`config.mk`:
```
export PLATFORM = sky130hd
export DESIGN_NAME = addr_gen
export DESIGN_NICKNAME = d
export VERILOG_FILES = /design/src/rtl/addr_gen_pkg.sv /design/src/rtl/idx_bank.sv /design/src/rtl/addr_adder.sv /design/src/rtl/mod_check.sv /design/src/rtl/addr_gen.sv
export SDC_FILE = /design/constraint.sdc
export NUM_CORES = 1
export LEC_CHECK = 0
export BUFFER_PORTS_ARGS = -buffer_cell sky130_fd_sc_hd__buf_4
export CAP_MARGIN = 20
export CELL_PAD_IN_SITES_DETAIL_PLACEMENT = 1
export CELL_PAD_IN_SITES_GLOBAL_PLACEMENT = 1
export CORE_MARGIN = 4
export CORE_UTILIZATION = 45
export CTS_CLUSTER_SIZE = 12
export DETAILED_ROUTE_END_ITERATION = 7
export GPL_TIMING_DRIVEN = 0
export PLACE_DENSITY_LB_ADDON = 0.1
export SLEW_MARGIN = 20
export SYNTH_ARGS = -nofsm -noshare
export SYNTH_HDL_FRONTEND = slang
export SYNTH_HIERARCHICAL = 1
export SYNTH_SLANG_ARGS = --single-unit
export TNS_END_PERCENT = 100
```
`constraint.sdc`:
```
create_clock -name clk_i -period 3.3 [get_ports clk_i]
set_clock_uncertainty 0.05 [all_clocks]
set_input_delay 0.66 -clock clk_i [delete_from_list [all_inputs] [get_ports clk_i]]
set_output_delay 0.66 -clock clk_i [all_outputs]
set_load 0.005 [all_outputs]
```
`src/rtl/addr_gen_pkg.sv`:
```
package addr_gen_pkg;
  localparam int ADDR_W = 15;
  localparam int OFFS_W = 13;
  localparam int MOD_W  = ADDR_W - OFFS_W;

  typedef logic [ADDR_W-1:0] addr_t;

  typedef enum logic {
    ST_IDLE,
    ST_WAIT
  } state_e;
endpackage

```
`src/rtl/idx_bank.sv`:
```
module idx_bank
  import addr_gen_pkg::*;
#(
  parameter int NUM_IDX = 15,
  parameter int SEL_W   = $clog2(NUM_IDX + 1)
) (
  input  logic             clk_i,
  input  logic             rst_ni,
  input  logic             we_i,
  input  logic [SEL_W-1:0] waddr_i,
  input  addr_t            wdata_i,
  input  logic [SEL_W-1:0] rsel_i,
  output addr_t            rdata_o
);
  addr_t regs_q [1:NUM_IDX];

  for (genvar g = 1; g <= NUM_IDX; g++) begin : g_reg
    always_ff @(posedge clk_i or negedge rst_ni) begin
      if (!rst_ni)                                  regs_q[g] <= '0;
      else if (we_i && waddr_i == SEL_W'(g))        regs_q[g] <= wdata_i;
    end
  end

  // selector 0 or beyond the bank reads as zero: no indexing
  always_comb begin
    rdata_o = '0;
    for (int k = 1; k <= NUM_IDX; k++) begin
      if (rsel_i == SEL_W'(k)) rdata_o = regs_q[k];
    end
  end
endmodule

```
`src/rtl/addr_adder.sv`:
```
module addr_adder
  import addr_gen_pkg::*;
(
  input  addr_t a_i,
  input  addr_t b_i,
  output addr_t sum_o
);
  // dedicated adder, wraps at the address width
  assign sum_o = a_i + b_i;
endmodule

```
`src/rtl/mod_check.sv`:
```
module mod_check
  import addr_gen_pkg::*;
#(
  parameter int NUM_MODULES = 4
) (
  input  addr_t addr_i,
  output logic  ok_o
);
  assign ok_o = int'(addr_i[ADDR_W-1:OFFS_W]) < NUM_MODULES;
endmodule

```
`src/rtl/addr_gen.sv`:
```
module addr_gen
  import addr_gen_pkg::*;
#(
  parameter int NUM_IDX     = 15,
  parameter int NUM_MODULES = 4,
  localparam int SEL_W      = $clog2(NUM_IDX + 1)
) (
  input  logic              clk_i,
  input  logic              rst_ni,
  input  logic              idx_we_i,
  input  logic [SEL_W-1:0]  idx_waddr_i,
  input  logic [ADDR_W-1:0] idx_wdata_i,
  input  logic              req_valid_i,
  input  logic [ADDR_W-1:0] base_addr_i,
  input  logic [SEL_W-1:0]  idx_sel_i,
  input  logic              indirect_i,
  output logic              mem_req_o,
  output logic [ADDR_W-1:0] mem_addr_o,
  input  logic              mem_ack_i,
  input  logic [ADDR_W-1:0] mem_rdata_i,
  output logic              busy_o,
  output logic              done_o,
  output logic              err_o,
  output logic [ADDR_W-1:0] addr_o,
  output logic [MOD_W-1:0]  module_o,
  output logic [OFFS_W-1:0] offset_o
);
  state_e state_q;
  addr_t  idx_val, sum, mem_addr_q, addr_q;
  logic   sum_ok, ptr_ok, done_q, err_q, accept;

  idx_bank #(.NUM_IDX(NUM_IDX), .SEL_W(SEL_W)) u_bank (
    .clk_i   (clk_i),
    .rst_ni  (rst_ni),
    .we_i    (idx_we_i),
    .waddr_i (idx_waddr_i),
    .wdata_i (idx_wdata_i),
    .rsel_i  (idx_sel_i),
    .rdata_o (idx_val)
  );

  addr_adder u_add (
    .a_i   (base_addr_i),
    .b_i   (idx_val),
    .sum_o (sum)
  );

  mod_check #(.NUM_MODULES(NUM_MODULES)) u_chk_sum (
    .addr_i (sum),
    .ok_o   (sum_ok)
  );

  mod_check #(.NUM_MODULES(NUM_MODULES)) u_chk_ptr (
    .addr_i (mem_rdata_i),
    .ok_o   (ptr_ok)
  );

  assign accept = req_valid_i && (state_q == ST_IDLE);

  always_ff @(posedge clk_i or negedge rst_ni) begin
    if (!rst_ni) begin
      state_q    <= ST_IDLE;
      mem_addr_q <= '0;
      addr_q     <= '0;
      done_q     <= 1'b0;
      err_q      <= 1'b0;
    end else begin
      done_q <= 1'b0;
      err_q  <= 1'b0;
      unique case (state_q)
        ST_IDLE: begin
          if (accept) begin
            if (indirect_i && sum_ok) begin
              state_q    <= ST_WAIT;
              mem_addr_q <= sum;
            end else begin
              done_q <= 1'b1;
              err_q  <= !sum_ok;
              addr_q <= sum;
            end
          end
        end
        ST_WAIT: begin
          if (mem_ack_i) begin
            state_q <= ST_IDLE;
            done_q  <= 1'b1;
            err_q   <= !ptr_ok;
            addr_q  <= mem_rdata_i;
          end
        end
        default: state_q <= ST_IDLE;
      endcase
    end
  end

  assign mem_req_o  = (state_q == ST_WAIT);
  assign busy_o     = (state_q == ST_WAIT);
  assign mem_addr_o = mem_addr_q;
  assign done_o     = done_q;
  assign err_o      = err_q;
  assign addr_o     = addr_q;
  assign module_o   = addr_q[ADDR_W-1:OFFS_W];
  assign offset_o   = addr_q[OFFS_W-1:0];
endmodule

```
==> run metrics <==
relative slew slack=18.77%; Worst VDD drop=0.3768 mV; # rows=62; initial antenna violation count=1; #FFs+latches synth=258; Synthesized Nets=1133; average wire per standard cell=28.58 µm; post-place setup slack=-1.870 ns; Routability Congestion=0.8903; drt drc=0; largest net degree at the start of global routing=85; pwr/cell area=651.2 mW/mm²; Initial DRC Count=880; Register Area=0.006456 mm²; post-layout util=59.25%; fin area=0.01701 mm²; share of cells above drive strength 1=50.47%; TritonCTS Sinks=258; Netlist cell types=73; crit path time final=3.657 ns; violated checks=setup timing; synth top area cells=dfrtp_1 (49%), mux2_2 (20%), mux2_1 (2.6%); WP data required=3.68 ns; worst min path class=input pin to register; Placed Area=0.01462 mm²; Worst-path clk slew=0.06 ns; Total Wirelength=47.71 mm; Fmax=273.4 MHz; Tcrit/Tclk final=110.8%; nets=1335; crit path max fanout=7; Sw Pwr=3.139 mW; vias in the first global route=10840; Initial Utilization=45.72%; dpl hpwl=30.38 mm; sw frac=28.35%; Flop pwr share=40.7%; startpoint types=input pin; most common cell after layout, fill and taps aside=dfrtp_1; Internal=7.935 mW; Lkg Pwr=7.465 nW; CTS root buffer=clkbuf_16; max-slew violations=0; Post-Synthesis Cells=1059; Synth top area share=49.20%; GRT Util Overall=29.74%; core area=0.02870 mm²; Final Hold Fails=0; vias=10200; area of the mapped netlist=0.01312 mm²; Die X=178.8 µm; port bufs=105; # IOs=108; footprint of the multi-input gates=0.006596 mm²; clock tree buffer depth=3; GRT overflow=0; WS Path Type=input pin to register; die area=0.03196 mm²; vias per inst=6.110; Max Cap Viol=0; EDFF count, synth=0; Post-DRT Antenna Nets=0; DP Cell Count=1551; area grow syn2layout=29.59%; syn_area_per_cell=12.39 µm²; final worst slack=-0.3574 ns; RSZ-0062 raised after global routing=true; CP endpoint kind=register; first-pass GRT wire length=70.27 mm; total power=11.07 mW; DR pass1 iterations=5; status=finished with violations; fillcell total=2881; commonest non-fill, non-tap cells in the layout=dfrtp_1 (258), mux2_2 (226), buf_4 (175); Worst Path Arrival=4.04 ns; Synth area leader=dfrtp_1; Seq/Total Area, Yosys=49.20%; yosys warns=6; CTS tree=yes; logic gate share of total power=28.4%; Least-Margin Pin Slew=1.214 ns; clock buffer count from CTS=30; depth of the CTS H-tree=1; clock group share of total power=30.9%; count of final setup violators=11; asr flop ratio synth=100.0%; worst skew pair latency=0.55 ns; Finished Layout Cells=1669; top_reg_cell synth=dfrtp_1; Die Span Y=178.8 µm
==> per-stage QoR <==
step           hold slack, ns  TNS (ns)
6_report               0.2953    -1.820
2_1_floorplan          0.3144    -1.885
4_1_cts                0.2833    -1.297
5_1_grt                0.2895    -2.758
3_3_place_gp           0.4181   -219.69
3_5_place_dp           0.4256    -35.57
==> state kept, by name (all words and copies together), names as in the netlist <==
| signal | count |
|---|---|
| addr_o | 15 |
| busy_o | 1 |
| err_o | 1 |
| done_o | 1 |
| mem_addr_o | 15 |
| u_bank/regs_q | 225 |
==> cell type report <==
cell class / count / share of cell area [%]
timing repair buffer: 171 / 8.403
antenna: 1 / 0.01472
inverter: 15 / 0.3752
clock buffer: 47 / 5.504
multi-input combinational: 689 / 38.79
buffer: 96 / 5.592
clock inverter: 8 / 0.5298
sequential: 258 / 37.97
tap: 384 / 2.825
==> critical path, cell delays in order <==
cell       delay [ns]
buf_6            0.11
clkbuf_16        0.15
buf_2            0.17
nand2b_2         0.25
nor2_1           0.16
a221oi_2         0.09
o211ai_1         0.51
ha_1             0.37
a21o_1           0.19
a211oi_2         0.18
o21a_1           0.21
o211ai_2         0.11
a21oi_2          0.23
xnor2_1          0.11
mux2_4           0.27
mux2_4           0.25
==> per-layer routing <==
layer | share of wire [%] | wire length [µm] | GRT usage (%) | up-vias
li1 | - | - | - | 4277
met1 | 41 | 19540 | 38.54 | 5286
met2 | 47 | 22340 | 49.34 | 492
met3 | 7.5 | 3556 | 5.715 | 143
met4 | 4.8 | 2269 | 11.80 | 0
met5 | 0 | 0 | 0 | -
==> synth_stat cells, types with 5 or more instances <==
cell type and instances:
dfrtp_1 258, mux2_2 238, buf_2 43, a21oi_1 42
nand2_1 42, o21ai_0 40, nor2_1 39, mux2_1 30
mux2i_1 30, buf_4 27, clkbuf_1 22, inv_1 15
o22ai_1 15, ha_1 14, nand3_1 13, nand2b_1 12
nor2b_1 11, mux4_2 10, a211oi_1 9, mux2_4 9
xnor2_1 9, a221oi_1 8, a31oi_1 8, a22oi_1 7
nor3_1 6, a32o_1 5, xor2_1 5
==> power groups by stage <==
stage / logic [mW] / clock network, mW / registers, mW
final: 3.15 / 3.42 / 4.51
after CTS: 2.97 / 3.47 / 4.48
after detailed placement: 2.77 / 0 / 4.53
after floorplan: 1.75 / 0 / 4.39
after global routing: 3.38 / 3.62 / 4.60
after global placement: 2.68 / 0 / 4.48
==> worst paths after layout <==
check	startpoint	end	slack, ns	depth (start not counted)
min in group asynchronous	rst_ni	addr_o[10]	0.53	2
setup reg to reg	u_bank/regs_q[217]	addr_o[14]	-0.28	14
max in group asynchronous	rst_ni	u_bank/regs_q[3]	1.55	4
hold reg to reg	u_bank/regs_q[52]	u_bank/regs_q[52]	0.44	1
setup / recovery	idx_sel_i[3]	addr_o[14]	-0.36	16
hold / removal	mem_ack_i	busy_o	0.30	2
==> cell families (layout without fill, tap and decap cells) <==
logic type                 after synthesis  after routing  share of synthesized area, %
buffers and inverters                  112            337                         4.634
other                                    2              3                       0.05723
and+or+nand+nor                        147            147                         5.568
DFF                                    258            258                         49.20
AOI/OAI and AO/OA                      194            194                         10.09
xor gates and xnor gates                14             14                        0.9344
adders and majority gates               15             15                         1.487
muxes                                  317            317                         28.03
==> what timing repair did <==
action                                  in CTS  in global routing
endpoints found under the setup margin      29                 15
resized for setup                          154                 49
gates cloned                                 1                  1
hold buffers                                 1                  0
endpoints found under the hold margin       30                  0
setup buffers                               43                 18
pin swaps                                   29                 34
Note: power is estimated with default switching activity, not from simulation.
